## config.mk

```make
export PLATFORM = sky130hd
export DESIGN_NAME = irq_prio_sel
export DESIGN_NICKNAME = d
export VERILOG_FILES = /design/src/rtl/irq_sel_pkg.sv /design/src/rtl/irq_elig.sv /design/src/rtl/irq_route.sv /design/src/rtl/irq_lowest.sv /design/src/rtl/irq_prio_sel.sv
export SDC_FILE = /design/constraint.sdc
export NUM_CORES = 1
export LEC_CHECK = 0
export BUFFER_PORTS_ARGS = -buffer_cell sky130_fd_sc_hd__buf_2
export CORE_UTILIZATION = 45
export CTS_BUF_LIST = sky130_fd_sc_hd__clkbuf_2
export CTS_CLUSTER_SIZE = 25
export DETAILED_ROUTE_END_ITERATION = 10
export PLACE_DENSITY_LB_ADDON = 0.08
export SETUP_SLACK_MARGIN = 0.3
export SYNTH_ARGS = -nofsm -noshare
export SYNTH_HDL_FRONTEND = slang
export SYNTH_SLANG_ARGS = --single-unit
```

## constraint.sdc

```tcl
create_clock -name clk -period 5.3 [get_ports clk]
set_input_delay 1.325 -clock clk [delete_from_list [all_inputs] [get_ports clk]]
set_output_delay 1.325 -clock clk [all_outputs]
set_load 0.03 [all_outputs]
```

## src/rtl/irq_sel_pkg.sv

```systemverilog
package irq_sel_pkg;
    typedef enum logic [1:0] {
        PRIV_U = 2'd0,
        PRIV_S = 2'd1,
        PRIV_R = 2'd2,
        PRIV_M = 2'd3
    } priv_e;

    // Indices of the virtual-supervisor soft, timer and external bits
    localparam logic [63:0] VS_BITS = 64'h0000_0000_0000_0444;

    // The reserved encoding behaves as user level
    function automatic priv_e norm_priv(input logic [1:0] raw);
        return (raw == 2'd2) ? PRIV_U : priv_e'(raw);
    endfunction
endpackage

```

## src/rtl/irq_elig.sv

```systemverilog
module irq_elig
    import irq_sel_pkg::*;
#(
    parameter priv_e LEVEL = PRIV_M
) (
    input  priv_e priv_i,
    input  logic  gie_i,
    output logic  ok_o
);
    always_comb begin
        ok_o = (priv_i < LEVEL) || ((priv_i == LEVEL) && gie_i);
    end
endmodule

```

## src/rtl/irq_route.sv

```systemverilog
module irq_route #(
    parameter int N = 16
) (
    input  logic [N-1:0] cand_i,
    input  logic [N-1:0] deleg_i,
    input  logic         m_ok_i,
    input  logic         s_ok_i,
    output logic [N-1:0] gated_o
);
    for (genvar i = 0; i < N; i++) begin : g_bit
        assign gated_o[i] = cand_i[i] & (deleg_i[i] ? s_ok_i : m_ok_i);
    end
endmodule

```

## src/rtl/irq_lowest.sv

```systemverilog
module irq_lowest #(
    parameter int N = 16,
    localparam int W = (N > 1) ? $clog2(N) : 1
) (
    input  logic [N-1:0] vec_i,
    output logic         hit_o,
    output logic [W-1:0] idx_o
);
    always_comb begin
        idx_o = '0;
        for (int i = N - 1; i >= 0; i--) begin
            if (vec_i[i]) idx_o = W'(i);
        end
        hit_o = |vec_i;
    end

    always_comb begin
        if (hit_o) begin
            assert_lowest_first_R5: assert (vec_i[idx_o] &&
                ((vec_i & ((N'(1) << idx_o) - N'(1))) == '0));
        end
    end
endmodule

```

## src/rtl/irq_prio_sel.sv

```systemverilog
module irq_prio_sel
    import irq_sel_pkg::*;
#(
    parameter int N = 16,
    localparam int CW = $clog2(N)
) (
    input  logic          clk,
    input  logic          rst,
    input  logic [N-1:0]  irq_pend_i,
    input  logic [N-1:0]  irq_en_i,
    input  logic [N-1:0]  irq_deleg_i,
    input  logic [1:0]    priv_i,
    input  logic          m_gie_i,
    input  logic          s_gie_i,
    input  logic          hs_gie_i,
    input  logic          virt_i,
    output logic          take_o,
    output logic [CW-1:0] cause_o,
    output logic          force_hs_o
);
    localparam logic [N-1:0] VS_MASK = N'(VS_BITS);

    priv_e         priv_n;
    logic          m_ok, s_ok, hs_ok;
    logic [N-1:0]  cand, hs_cand, base, gated;
    logic          hs_hit, main_hit;
    logic [CW-1:0] hs_idx, main_idx;
    logic          take_q, force_q;
    logic [CW-1:0] cause_q;

    assign priv_n  = norm_priv(priv_i);
    assign cand    = irq_pend_i & irq_en_i;
    assign hs_cand = cand & ~VS_MASK & {N{hs_ok & virt_i}};
    assign base    = virt_i ? (cand & VS_MASK) : (cand & ~VS_MASK);

    irq_elig #(.LEVEL(PRIV_M)) u_m_elig  (.priv_i(priv_n), .gie_i(m_gie_i),  .ok_o(m_ok));
    irq_elig #(.LEVEL(PRIV_S)) u_s_elig  (.priv_i(priv_n), .gie_i(s_gie_i),  .ok_o(s_ok));
    irq_elig #(.LEVEL(PRIV_S)) u_hs_elig (.priv_i(priv_n), .gie_i(hs_gie_i), .ok_o(hs_ok));

    irq_route #(.N(N)) u_route (
        .cand_i(base), .deleg_i(irq_deleg_i),
        .m_ok_i(m_ok), .s_ok_i(s_ok), .gated_o(gated)
    );

    irq_lowest #(.N(N)) u_hs_pick   (.vec_i(hs_cand), .hit_o(hs_hit),   .idx_o(hs_idx));
    irq_lowest #(.N(N)) u_main_pick (.vec_i(gated),   .hit_o(main_hit), .idx_o(main_idx));

    always_ff @(posedge clk) begin
        if (rst) begin
            take_q  <= 1'b0;
            force_q <= 1'b0;
            cause_q <= '0;
        end else if (hs_hit) begin
            take_q  <= 1'b1;
            force_q <= 1'b1;
            cause_q <= hs_idx;
        end else begin
            take_q  <= main_hit;
            force_q <= 1'b0;
            cause_q <= main_hit ? main_idx : '0;
        end
    end

    assign take_o     = take_q;
    assign cause_o    = cause_q;
    assign force_hs_o = force_q;

    assert_cand_source_R2: assert property (@(posedge clk) disable iff (rst)
        take_q |-> ((($past(irq_pend_i & irq_en_i) >> cause_q) & N'(1)) != '0));

    assert_idle_zero_R6: assert property (@(posedge clk) disable iff (rst)
        !take_q |-> (cause_q == '0 && !force_q));

    assert_m_masked_R3: assert property (@(posedge clk) disable iff (rst)
        (priv_i == 2'd3 && !m_gie_i) |=> !take_q);

    assert_vs_needs_virt_R7: assert property (@(posedge clk) disable iff (rst)
        (take_q && ((VS_MASK >> cause_q) & N'(1)) != '0) |-> $past(virt_i));

    assert_force_virt_R8: assert property (@(posedge clk) disable iff (rst)
        force_q |-> (take_q && $past(virt_i)));
endmodule

```

* Word-level counts from Yosys, hierarchy flattened
Index checks and enable logic that the tools add are counted.
Word-level totals: output and inout port bits 6, word-level logic and storage cells 89, input port bits 56, register bits 6
Operators by class: reduce and logical (&&, ||, !) cells 8, order comparisons 2, bitwise gates (word level) 19, equal/unequal tests 3, mux-type cells 54
Operators with widths (count):
- 2-to-1 mux 4 bit | 34
- bitwise AND 16 bit | 2
- OR reduction 16 bit | 2
- 2-to-1 mux 1 bit | 18
- bitwise AND 1 bit | 17
- 2-to-1 mux 16 bit | 1
- == test 2 bit, second input constant | 2
- logical AND 1 bit | 3
- logical OR 1 bit | 3
- == test 2 x 1 -> 1 bit, second input constant | 1
- less-than comparator 2 x 1 -> 1 bit, second input constant | 1
- less-than comparator 2 bit, second input constant | 1
- 2-to-1 mux 2 bit | 1

* Logic depth before layout (Yosys ltp)
word-level depth 25, depth in mapped cells 8

* Hierarchy
Synthesis repeated with hierarchy kept, for this count alone.
Unflattened totals: cell total of the unflattened synthesis 177, area total of the unflattened synthesis 1091.0 µm²
Modules (own cells, without submodules):
- irq_prio_sel | area an instance 422.9 µm², seq. area each 120.1 µm², cells each 70, times used 1
- irq_lowest | area an instance 176.4 µm², seq. area each 0.0 µm², cells each 34, times used 2
- irq_route | area an instance 282.8 µm², seq. area each 0.0 µm², cells each 34, times used 1
- irq_elig (u_hs_elig ...) | area an instance 12.5 µm², seq. area each 0.0 µm², cells each 2, times used 2
- irq_elig (u_m_elig) | area an instance 7.5 µm², seq. area each 0.0 µm², cells each 1, times used 1

* Worst setup path after synthesis
No wires, ideal clock.
path type input port to flip-flop, from input priv_i[1], to register cause_q[0] (netlist: cause_o[0]), data required time 5.173 ns, stages on the path 7, buffers on the path 1, slack 2.699 ns, data arrival time 2.475 ns, library setup time 0.127 ns, cell sequence nand2b_4 -> buf_6 -> and2_1 -> a2111oi_0 -> o211ai_1 -> a21oi_1 -> o32ai_2
Between the ends: word-level cells in the longest chain between the ends 25, elaborated cells on any way between the ends 82
Ends and longest elaborated chain:
- start: declaration | RTL line irq_prio_sel.sv:12 | input logic [1:0] priv_i,
- == test 2 bit | RTL line irq_sel_pkg.sv:14 | return (raw == 2'd2) ? PRIV_U : priv_e'(raw);
- 2-to-1 mux 2 bit (*) | RTL line irq_sel_pkg.sv:14
- == test 2 bit / == test 2 x 1 -> 1 bit (equally long branches) | RTL line irq_elig.sv:11 | ok_o = (priv_i < LEVEL) || ((priv_i == LEVEL) && gie_i);
- logical AND 1 bit | RTL line irq_elig.sv:11
- logical OR 1 bit | RTL line irq_elig.sv:11
- 2-to-1 mux 1 bit | RTL line irq_route.sv:11 | assign gated_o[i] = cand_i[i] & (deleg_i[i] ? s_ok_i : m_ok_i);
- bitwise AND 1 bit | RTL line irq_route.sv:11
- 2-to-1 mux 4 bit (16 in a row) | RTL line irq_lowest.sv:12 | if (vec_i[i]) idx_o = W'(i);
- 2-to-1 mux 4 bit | RTL line irq_prio_sel.sv:60 | cause_q <= main_hit ? main_idx : '0;
- 2-to-1 mux 4 bit (*) | RTL line irq_prio_sel.sv:53 | end else if (hs_hit) begin
- end signal: assignment | RTL line irq_prio_sel.sv:56 | cause_q <= hs_idx;
- end signal: assignment | RTL line irq_prio_sel.sv:60
- end: declaration | RTL line irq_prio_sel.sv:29 | logic [CW-1:0] cause_q;
Every way passes the cells marked *; elsewhere a longest branch is shown, timed or not. A chain may end at the register's enable or synchronous reset.

* Worst setup path after layout
from input priv_i[0], to register cause_q[0] (netlist: cause_o[0])
Same word-level chain as after synthesis.

==> results.sh <==
export IMPL_grt_pass1_vias=1265
export IMPL_post_cts_setup_buffers=0
export IMPL_synth_xor_area_frac=0
export IMPL_synth_area_leaders="dfxtp_1, nand2_1, nand4b_1"
export IMPL_hold_depth=2
export IMPL_hold_class="in -> reg"
export IMPL_clk_pin_slew_ns=0.06
export IMPL_cts_tree="yes"
export IMPL_htree_levels=1
export IMPL_final_util=0.6025
export IMPL_place_area_um2=1478
export IMPL_dp_cells=245
export IMPL_hold_buffers=0
export IMPL_hold_end="cause_o[2]"
export IMPL_fin_area_um2=1493
export IMPL_critPathSlowestCell="a22oi_1"
export IMPL_critPathBufInv=1
export IMPL_clkSinkCount=6
export IMPL_drc=0
export IMPL_finalHoldViolations=0
export IMPL_initial_core_util=0.4798
export IMPL_drv_cap=0
export IMPL_drtAntennaViolNets=0
export IMPL_hpwlAfterDp_mm=2.953
export IMPL_setup_violations=0
export IMPL_swShare=0.4293
export IMPL_synth_top_flop_cell="dfxtp_1"
export IMPL_synth_edf_count=0
export IMPL_outcome="finished clean"
export IMPL_clock_power_share=0.149
export IMPL_path_max_fanout=14
export IMPL_syn_inst=160
export IMPL_netSwitchingPower_uw=87.45
export IMPL_netlist_area_um2=1189
export IMPL_power_leakage_uw=0.0006997
export IMPL_synthSimpleGateAreaFrac=0.4084
export IMPL_port_buffers=61
export IMPL_synth_compound_area_frac=0.4200
export IMPL_grt_pass1_wl_mm=5.457
export IMPL_async_flop_share=0
export IMPL_fin_crit_sh=0.5374
export IMPL_yosys_area_top_type_share=0.1011
export IMPL_wl_per_cell_um=14.56
export IMPL_io_pins=62
export IMPL_synth_cell_types=57
export IMPL_worst_slew_pin_transition_ns=0.5075
export IMPL_path_class="in -> reg"
export IMPL_timing_fmax_ghz=0.3511
export IMPL_layout_drive_gt1_share=0.3578
export IMPL_holdWs_ns=1.336
export IMPL_core_um2=2477
export IMPL_num_vias=1565
export IMPL_area_delta_synth_final_pct=25.58
export IMPL_wirelength_mm=3.610
export IMPL_clockRootBuffer="clkbuf_2"
export IMPL_grt_overflow=0
export IMPL_cpPeakStageDelay_ns=0.42
export IMPL_crit_path_end_kind="flip-flop"
export IMPL_instances_no_fill=248
export IMPL_ctsResizeCount=0
export IMPL_antenna_cells=0
export IMPL_min_from="rst"
export IMPL_die_area_um2=2851
export IMPL_die_x_um=53.40
export IMPL_maxSlewViolCount=0
export IMPL_rsz0062_at_grt="no"
export IMPL_drt_iter0_drc=66
export IMPL_n_fill_cell=252
export IMPL_cts_max_path_buffers=2
export IMPL_ys_warn_count=0
export IMPL_synth_mux_area_frac=0
export IMPL_die_height_um=53.40
export IMPL_critPathTopFamily="compound AO/OA/AOI/OAI gates"
export IMPL_routed_via_density=6.310
export IMPL_grt_usage=0.2537
export IMPL_synth_top_family_by_area="compound AO/OA/AOI/OAI gates"
export IMPL_synth_seq_area_share=0.1011
export IMPL_combinationalPowerShare=0.603
export IMPL_p_per_area_nw_per_um2=136.5
export IMPL_irDropWorstVdd_mv=0.1180
export IMPL_yosysMostFrequentCell="nand2_1"
export IMPL_num_rows=18
export IMPL_cp_cell_sequence="buf_2, nand3b_1, a22oi_1, nand4_1, o21ai_1, o32ai_2"
export IMPL_gp_congestion=0.8992
export IMPL_slew_headroom=0.6617
export IMPL_cts_made_buffers=3
export IMPL_antenna_found_initial=0
export IMPL_p_int_uw=116.2
export IMPL_dr_pass1_iters=4
export IMPL_yosys_area_share_adder=0
export IMPL_fin_tns_setup_ns=0
export IMPL_yosysTopAreaCell="dfxtp_1"
export IMPL_worstPathArrival_ns=2.94
export IMPL_nets=276
export IMPL_cp_start_kind="input pin"
export IMPL_period_needed_ns=2.848
export IMPL_synth_seq_cells=6
export IMPL_syn_nets=216
export IMPL_netlist_top_cells_count="nand2_1, a21oi_1, inv_1"
export IMPL_seq_power_share=0.248
export IMPL_cp_data_required_time_ns=5.39
export IMPL_grt_start_max_net_pins=32
export IMPL_syn_avg_cell_area_um2=7.429
-- logic make-up after synthesis --
| family | Yosys count |
|---|---|
| buf+inv | 14 |
| flops | 6 |
| compound gates | 63 |
| simple gates | 77 |
-- area by class of cell --
class	instances	area (um2)	area share
inverter	8	30.03	0.02012
clock buffer	3	15.01	0.01006
tap	30	37.54	0.02515
sequential	6	120.1	0.08047
timing repair buffer	61	305.3	0.2045
multi-input combinational	140	984.7	0.6597
-- layout by cell type, fill, tap and decap left out, types with 5 or more instances in the layout --
master / count
nand2_1: 26
inv_1: 8
dfxtp_1: 6
nand4b_1: 7
nor2_1: 6
nand3b_1: 5
a21oi_1: 9
o22ai_1: 5
buf_2: 61
o21ai_0: 5
nand3_1: 5
-- power groups by stage --
| stage | logic (uW) | registers [uW] | clock network, uW |
|---|---|---|---|
| after global placement | 119 | 51.5 | 0 |
| after CTS | 121 | 50.5 | 31.6 |
| after global routing | 134 | 51.0 | 34.7 |
| after floorplan | 67.0 | 61.0 | 0 |
| after detailed placement | 121 | 51.5 | 0 |
| final | 123 | 50.5 | 30.4 |
-- how the worst max path moves through the flow --
| stage | start | endpoint | cells after the start |
|---|---|---|---|
| 2_1_floorplan | priv_i[1] | cause_o[0] | 7 |
| 3_3_place_gp | priv_i[0] | cause_o[0] | 6 |
| 5_1_grt | priv_i[0] | cause_o[3] | 6 |
| 6_report | priv_i[0] | cause_o[0] | 6 |
| 3_5_place_dp | priv_i[0] | cause_o[0] | 6 |
| 4_1_cts | priv_i[0] | cause_o[0] | 6 |
-- metrics by stage --
stage,worst slack [ns],power (uW)
3_3_place_gp,2.292,170.3
3_5_place_dp,2.246,172.4
2_1_floorplan,2.699,128.0
5_1_grt,2.288,219.8
6_report,2.452,203.7
4_1_cts,2.472,203.5
-- layer usage --
| layer | share of wire | up-vias | track usage |
|---|---|---|---|
| li1 | - | 774 | - |
| met2 | 0.46 | 64 | 0.4229 |
| met3 | 0.071 | 0 | 0.04310 |
| met5 | 0 | - | 0 |
| met4 | 0 | 0 | 0.004386 |
| met1 | 0.46 | 727 | 0.3534 |
-- registers in the layout, indices dropped and copies added, names as in the netlist --
name and flops:
take_o 1, force_hs_o 1, cause_o 4
No activity file was read; power rests on OpenSTA's default activity.
